===== config.mk =====
export PLATFORM = sky130hd
export DESIGN_NAME = fence_unit
export DESIGN_NICKNAME = d
export VERILOG_FILES = /design/src/rtl/fence_pkg.sv /design/src/rtl/fence_classify.sv /design/src/rtl/fence_gate.sv /design/src/rtl/fence_count.sv /design/src/rtl/fence_unit.sv
export SDC_FILE = /design/constraint.sdc
export NUM_CORES = 1
export LEC_CHECK = 0
export ABC_AREA = 1
export BUFFER_PORTS_ARGS = -buffer_cell sky130_fd_sc_hd__buf_2
export CAP_MARGIN = 40
export CORE_AREA = 2 2 39 41
export DETAILED_ROUTE_END_ITERATION = 16
export DIE_AREA = 0 0 41 43
export SETUP_SLACK_MARGIN = 0.02
export SLEW_MARGIN = 10
export SYNTH_ARGS = -nofsm -noshare
export SYNTH_HDL_FRONTEND = slang
export SYNTH_SLANG_ARGS = --single-unit

===== constraint.sdc =====
create_clock -name clk -period 2.1 [get_ports clk]
set_clock_uncertainty 0.1 [all_clocks]
set_input_delay 0.105 -clock clk [delete_from_list [all_inputs] [get_ports clk]]
set_output_delay 0.105 -clock clk [all_outputs]
set_load 0.01 [all_outputs]

===== src/rtl/fence_pkg.sv =====
package fence_pkg;

    // Class of the instruction presented by the issue stage
    typedef enum logic [1:0] {
        KIND_IDLE  = 2'd0,
        KIND_OTHER = 2'd1,
        KIND_MEM   = 2'd2,
        KIND_SYNC  = 2'd3
    } ikind_e;

    // Sync takes precedence over the memory flag
    function automatic ikind_e classify(input logic valid, input logic sync, input logic mem);
        if (!valid)    return KIND_IDLE;
        else if (sync) return KIND_SYNC;
        else if (mem)  return KIND_MEM;
        else           return KIND_OTHER;
    endfunction

endpackage


===== src/rtl/fence_classify.sv =====
module fence_classify
    import fence_pkg::*;
(
    input  logic   valid_i,
    input  logic   sync_i,
    input  logic   mem_i,
    output ikind_e kind_o
);
    always_comb begin
        kind_o = classify(valid_i, sync_i, mem_i);
    end
endmodule


===== src/rtl/fence_gate.sv =====
module fence_gate
    import fence_pkg::*;
(
    input  ikind_e kind_i,
    input  logic   cnt_zero_i,
    input  logic   cnt_full_i,
    output logic   stall_o,
    output logic   issue_o,
    output logic   retire_o
);
    always_comb begin
        stall_o  = 1'b0;
        issue_o  = 1'b0;
        retire_o = 1'b0;
        unique case (kind_i)
            KIND_SYNC: begin
                stall_o  = !cnt_zero_i;
                retire_o = cnt_zero_i;
            end
            KIND_MEM: begin
                stall_o  = cnt_full_i;
                issue_o  = !cnt_full_i;
            end
            default: ;
        endcase
    end
endmodule


===== src/rtl/fence_count.sv =====
module fence_count #(
    parameter int MAX_OUT = 6,
    localparam int CNT_W  = $clog2(MAX_OUT + 1)
) (
    input  logic             clk,
    input  logic             rst,
    input  logic             inc_i,
    input  logic             rcpt_i,
    output logic [CNT_W-1:0] cnt_o,
    output logic             zero_o,
    output logic             full_o,
    output logic             err_o
);
    typedef struct packed {
        logic [CNT_W-1:0] cnt;
        logic             err;
    } cnt_state_t;

    cnt_state_t st_d, st_q;
    logic       dec;

    always_comb begin
        st_d     = st_q;
        dec      = rcpt_i && (st_q.cnt != '0);
        st_d.cnt = st_q.cnt + CNT_W'(inc_i) - CNT_W'(dec);
        st_d.err = rcpt_i && (st_q.cnt == '0);
        if (rst) begin
            st_d = '0;
        end
    end

    always_ff @(posedge clk) begin
        st_q <= st_d;
    end

    assign cnt_o  = st_q.cnt;
    assign zero_o = (st_q.cnt == '0);
    assign full_o = (st_q.cnt == CNT_W'(MAX_OUT));
    assign err_o  = st_q.err;
endmodule


===== src/rtl/fence_unit.sv =====
module fence_unit
    import fence_pkg::*;
#(
    parameter int MAX_OUT = 6,
    localparam int CNT_W  = $clog2(MAX_OUT + 1)
) (
    input  logic             clk,
    input  logic             rst,
    input  logic             instr_valid_i,
    input  logic             instr_sync_i,
    input  logic             instr_mem_i,
    input  logic             rcpt_i,
    output logic             stall_o,
    output logic             mem_issue_o,
    output logic             sync_retire_o,
    output logic             rcpt_err_o,
    output logic [CNT_W-1:0] pend_cnt_o
);
    ikind_e kind;
    logic   cnt_zero;
    logic   cnt_full;

    fence_classify u_cls (
        .valid_i (instr_valid_i),
        .sync_i  (instr_sync_i),
        .mem_i   (instr_mem_i),
        .kind_o  (kind)
    );

    fence_gate u_gate (
        .kind_i     (kind),
        .cnt_zero_i (cnt_zero),
        .cnt_full_i (cnt_full),
        .stall_o    (stall_o),
        .issue_o    (mem_issue_o),
        .retire_o   (sync_retire_o)
    );

    fence_count #(.MAX_OUT(MAX_OUT)) u_cnt (
        .clk    (clk),
        .rst    (rst),
        .inc_i  (mem_issue_o),
        .rcpt_i (rcpt_i),
        .cnt_o  (pend_cnt_o),
        .zero_o (cnt_zero),
        .full_o (cnt_full),
        .err_o  (rcpt_err_o)
    );
endmodule


==> results by group <==
Placement
  • RePlAce Congestion: 0.6608
  • Placement-stage worst setup slack: 0.1085 ns
  • PortBufs: 12
  • Total half-perimeter wirelength after legalization and detailed placement: 384.3 µm

Drt
  • Via Count: 261
  • Number of DRC violations after detailed routing: 0
  • Detail-routed via count per cell: 3.838
  • Routed Antenna Nets: 0
  • Wire length per cell after detailed routing: 7.206 µm
  • Detailed Routing Iterations Pass 1: 2
  • Total wire length: 490 µm
  • Number of violations reported at the end of detailed-routing iteration 0: 1

Synth
  • Post-synthesis average cell area: 7.055 µm²
  • Cell area after synthesis: 254.0 µm²
  • Predominant post-synthesis flop cell: sky130_fd_sc_hd__dfxtp_1
  • Post-synthesis instance total: 36
  • Number of flops mapped to enable cells by yosys: 0
  • Area share of the largest cell type after synthesis: 0.3153
  • Warnings from Yosys: 0
  • Proportion of register bits with asynchronous set or reset after synthesis: 0
  • Share of synthesized area occupied by flip-flops and latches: 0.3153
  • Count of cell types in the netlist: 10
  • Syn Nets: 45
  • Post-synth top area cell: sky130_fd_sc_hd__dfxtp_1
  • Synth top cells by count: sky130_fd_sc_hd__inv_1, sky130_fd_sc_hd__nand2_1, sky130_fd_sc_hd__nor2_1, sky130_fd_sc_hd__dfxtp_1
  • FF+latch count, synth: 4
  • Top cells by area in the synthesized netlist: sky130_fd_sc_hd__dfxtp_1, sky130_fd_sc_hd__inv_1, sky130_fd_sc_hd__nand2_1

Layout
  • Share of final-layout standard cells stronger than drive strength 1: 0.4038
  • Area growth, synth to finish: 46.80%
  • Sequential cell area: 81.33 µm²
  • Diodes inserted: 0
  • Area of the multi-input gates: 148.9 µm²
  • Post-layout net count: 63
  • Final Core Density: 0.2694
  • Filler cell count: 162

CTS
  • Clock transition at the registers of the reported paths: 0.04 ns
  • Clock root buffer: sky130_fd_sc_hd__clkbuf_4
  • Bufs on Longest Clock Path: 2
  • TritonCTS clock tree: built
  • Maximum level of the CTS H-tree: 1
  • Number of clock sinks seen by CTS: 4
  • Clk Latency, worst-skew pair: 0.24 ns
  • CTS Buf Count: 3
  • # Post-CTS Setup Buffers: 0

Timing
  • Tmin final: 1.937 ns
  • Final setup fails: 0
  • Setup repair after global routing missed its margin: false
  • Transition time of the tightest slew-check pin: 0.1450 ns
  • Hold violation total from the final report: 0
  • Hold Worst Slack: 0.02246 ns
  • Headroom to the max-slew limit: 0.9028
  • Share of the clock period used by the worst path: 0.9223
  • Final sum of negative setup slack: 0 ns
  • Fmax achieved: 0.5163 GHz
  • Min setup slack post-route: 0.1631 ns
  • Max-slew violation count: 0

GRT
  • Sum of overflow across all layers after global routing: 0
  • Number of global-route vias before repair: 199
  • Wire length of the first global-routing pass: 731 µm
  • Number of antenna violations at the first check in global routing: 0
  • Maximum number of pins on one net before global-route repair: 6
  • Overall Global Routing Usage: 0.07114

Power
  • Leakage component of the power: 0.2065 nW
  • Power density over the cells: 1090 mW/mm²
  • Final Power: 0.0004065 W
  • VDD IR-drop max: 0.2608 mV

Critical path
  • Crit end category: register
  • Data arrival time at the worst-slack endpoint: 1.97 ns
  • Crit-path max FO: 5
  • Start-to-end type of the worst setup path: register to register
  • Required time worst endpoint: 2.13 ns
  • Kind of launch point of the worst setup path: register

Hold path
  • Hold/Removal Path Class: primary input to register

Die
  • Area of the core: 0.001384 mm²
  • Die ar.: 0.001763 mm²
  • Placement row count: 14
  • Initial cell density of the core: 0.1835
  • Die H: 43 µm
  • I/O pin count: 13
  • Width of the die: 41 µm

Outcome
  • Status: finished, final reports clean

Run
  • Max-cap check violation count: 0
## placed cells by master, fill, tap and decap left out
cell,Yosys,layout
sky130_fd_sc_hd__ha_1,2,2
sky130_fd_sc_hd__a21oi_1,2,2
sky130_fd_sc_hd__nand2_2,0,1
sky130_fd_sc_hd__inv_1,8,8
sky130_fd_sc_hd__fa_2,0,1
sky130_fd_sc_hd__nand3_1,2,2
sky130_fd_sc_hd__buf_2,0,12
sky130_fd_sc_hd__dfxtp_1,4,3
sky130_fd_sc_hd__clkbuf_4,0,3
sky130_fd_sc_hd__nor2_2,1,1
sky130_fd_sc_hd__nor3_2,2,2
sky130_fd_sc_hd__nor2_1,6,6
sky130_fd_sc_hd__dfxtp_2,0,1
sky130_fd_sc_hd__nand2_1,8,7
sky130_fd_sc_hd__dlygate4sd3_1,0,1
## critical path, cell delays in order (launching register included)
cell and delay, ns:
sky130_fd_sc_hd__dfxtp_2 0.34, sky130_fd_sc_hd__nand2_2 0.10, sky130_fd_sc_hd__nor2_2 0.05, sky130_fd_sc_hd__nor3_2 0.12, sky130_fd_sc_hd__inv_1 0.06, sky130_fd_sc_hd__ha_1 0.28
sky130_fd_sc_hd__inv_1 0.05, sky130_fd_sc_hd__ha_1 0.13, sky130_fd_sc_hd__inv_1 0.05, sky130_fd_sc_hd__fa_2 0.51, sky130_fd_sc_hd__nor2_1 0.04
## what timing repair did
item                                    in CTS  in global routing
endpoints found under the hold margin        3                  0
gates resized for setup                      0                  3
hold buffers                                 1                  0
endpoints found under the setup margin       0                  2
## through the flow
step | instance area [µm²] | std cells
after global placement | 334.1 | 64
after global routing | 372.9 | 68
after detailed placement | 334.1 | 64
after CTS | 366.6 | 68
after floorplan | 254.0 | 36
final | 372.9 | 68
## sequential cells by signal, indices dropped and copies added, names as in the netlist
name,flops
u_cnt.cnt_o,3
u_cnt.err_o,1
## cells by family after synthesis
kind of cell	share of synthesized area
flip-flops	0.3153
AND/OR/NAND/NOR	0.3498
adder cells (fa/ha/maj)	0.1773
buffers and inverters	0.1182
AO/OA/AOI/OAI	0.03941
## area by class of cell
cell class,count,share of cell area
multi-input combinational,24,0.3993
tap,16,0.05369
sequential,4,0.2181
clock buffer,3,0.06040
timing repair buffer,13,0.1879
inverter,8,0.08054
## report_power, final
part / leakage, nW / switching (W) / internal [W]
sequential: 0.0334 / 0.0000239 / 0.000103
clock: 0.0138 / 0.0000357 / 0.0000642
combinational: 0.159 / 0.000101 / 0.0000783
## per-layer routing
metal,part of all wire,wire (µm),up-vias,global-route usage
li1,-,-,140,-
met1,0.38,184,110,0.06070
met2,0.46,223,8,0.08750
met3,0.14,71,3,0.07853
met4,0.020,10,0,0.06000
met5,0,0,-,0
## worst paths after layout
path / startpoint / to / slack [ns] / depth (start not counted)
setup reg to reg: u_cnt.cnt_o[1] / u_cnt.cnt_o[1] / 0.16 / 10
setup / recovery: u_cnt.cnt_o[1] / u_cnt.cnt_o[1] / 0.16 / 10
hold reg to reg: u_cnt.cnt_o[2] / u_cnt.cnt_o[2] / 0.49 / 3
hold / removal: rcpt_i / u_cnt.err_o / 0.02 / 3
(Power assumes the default switching activity.)
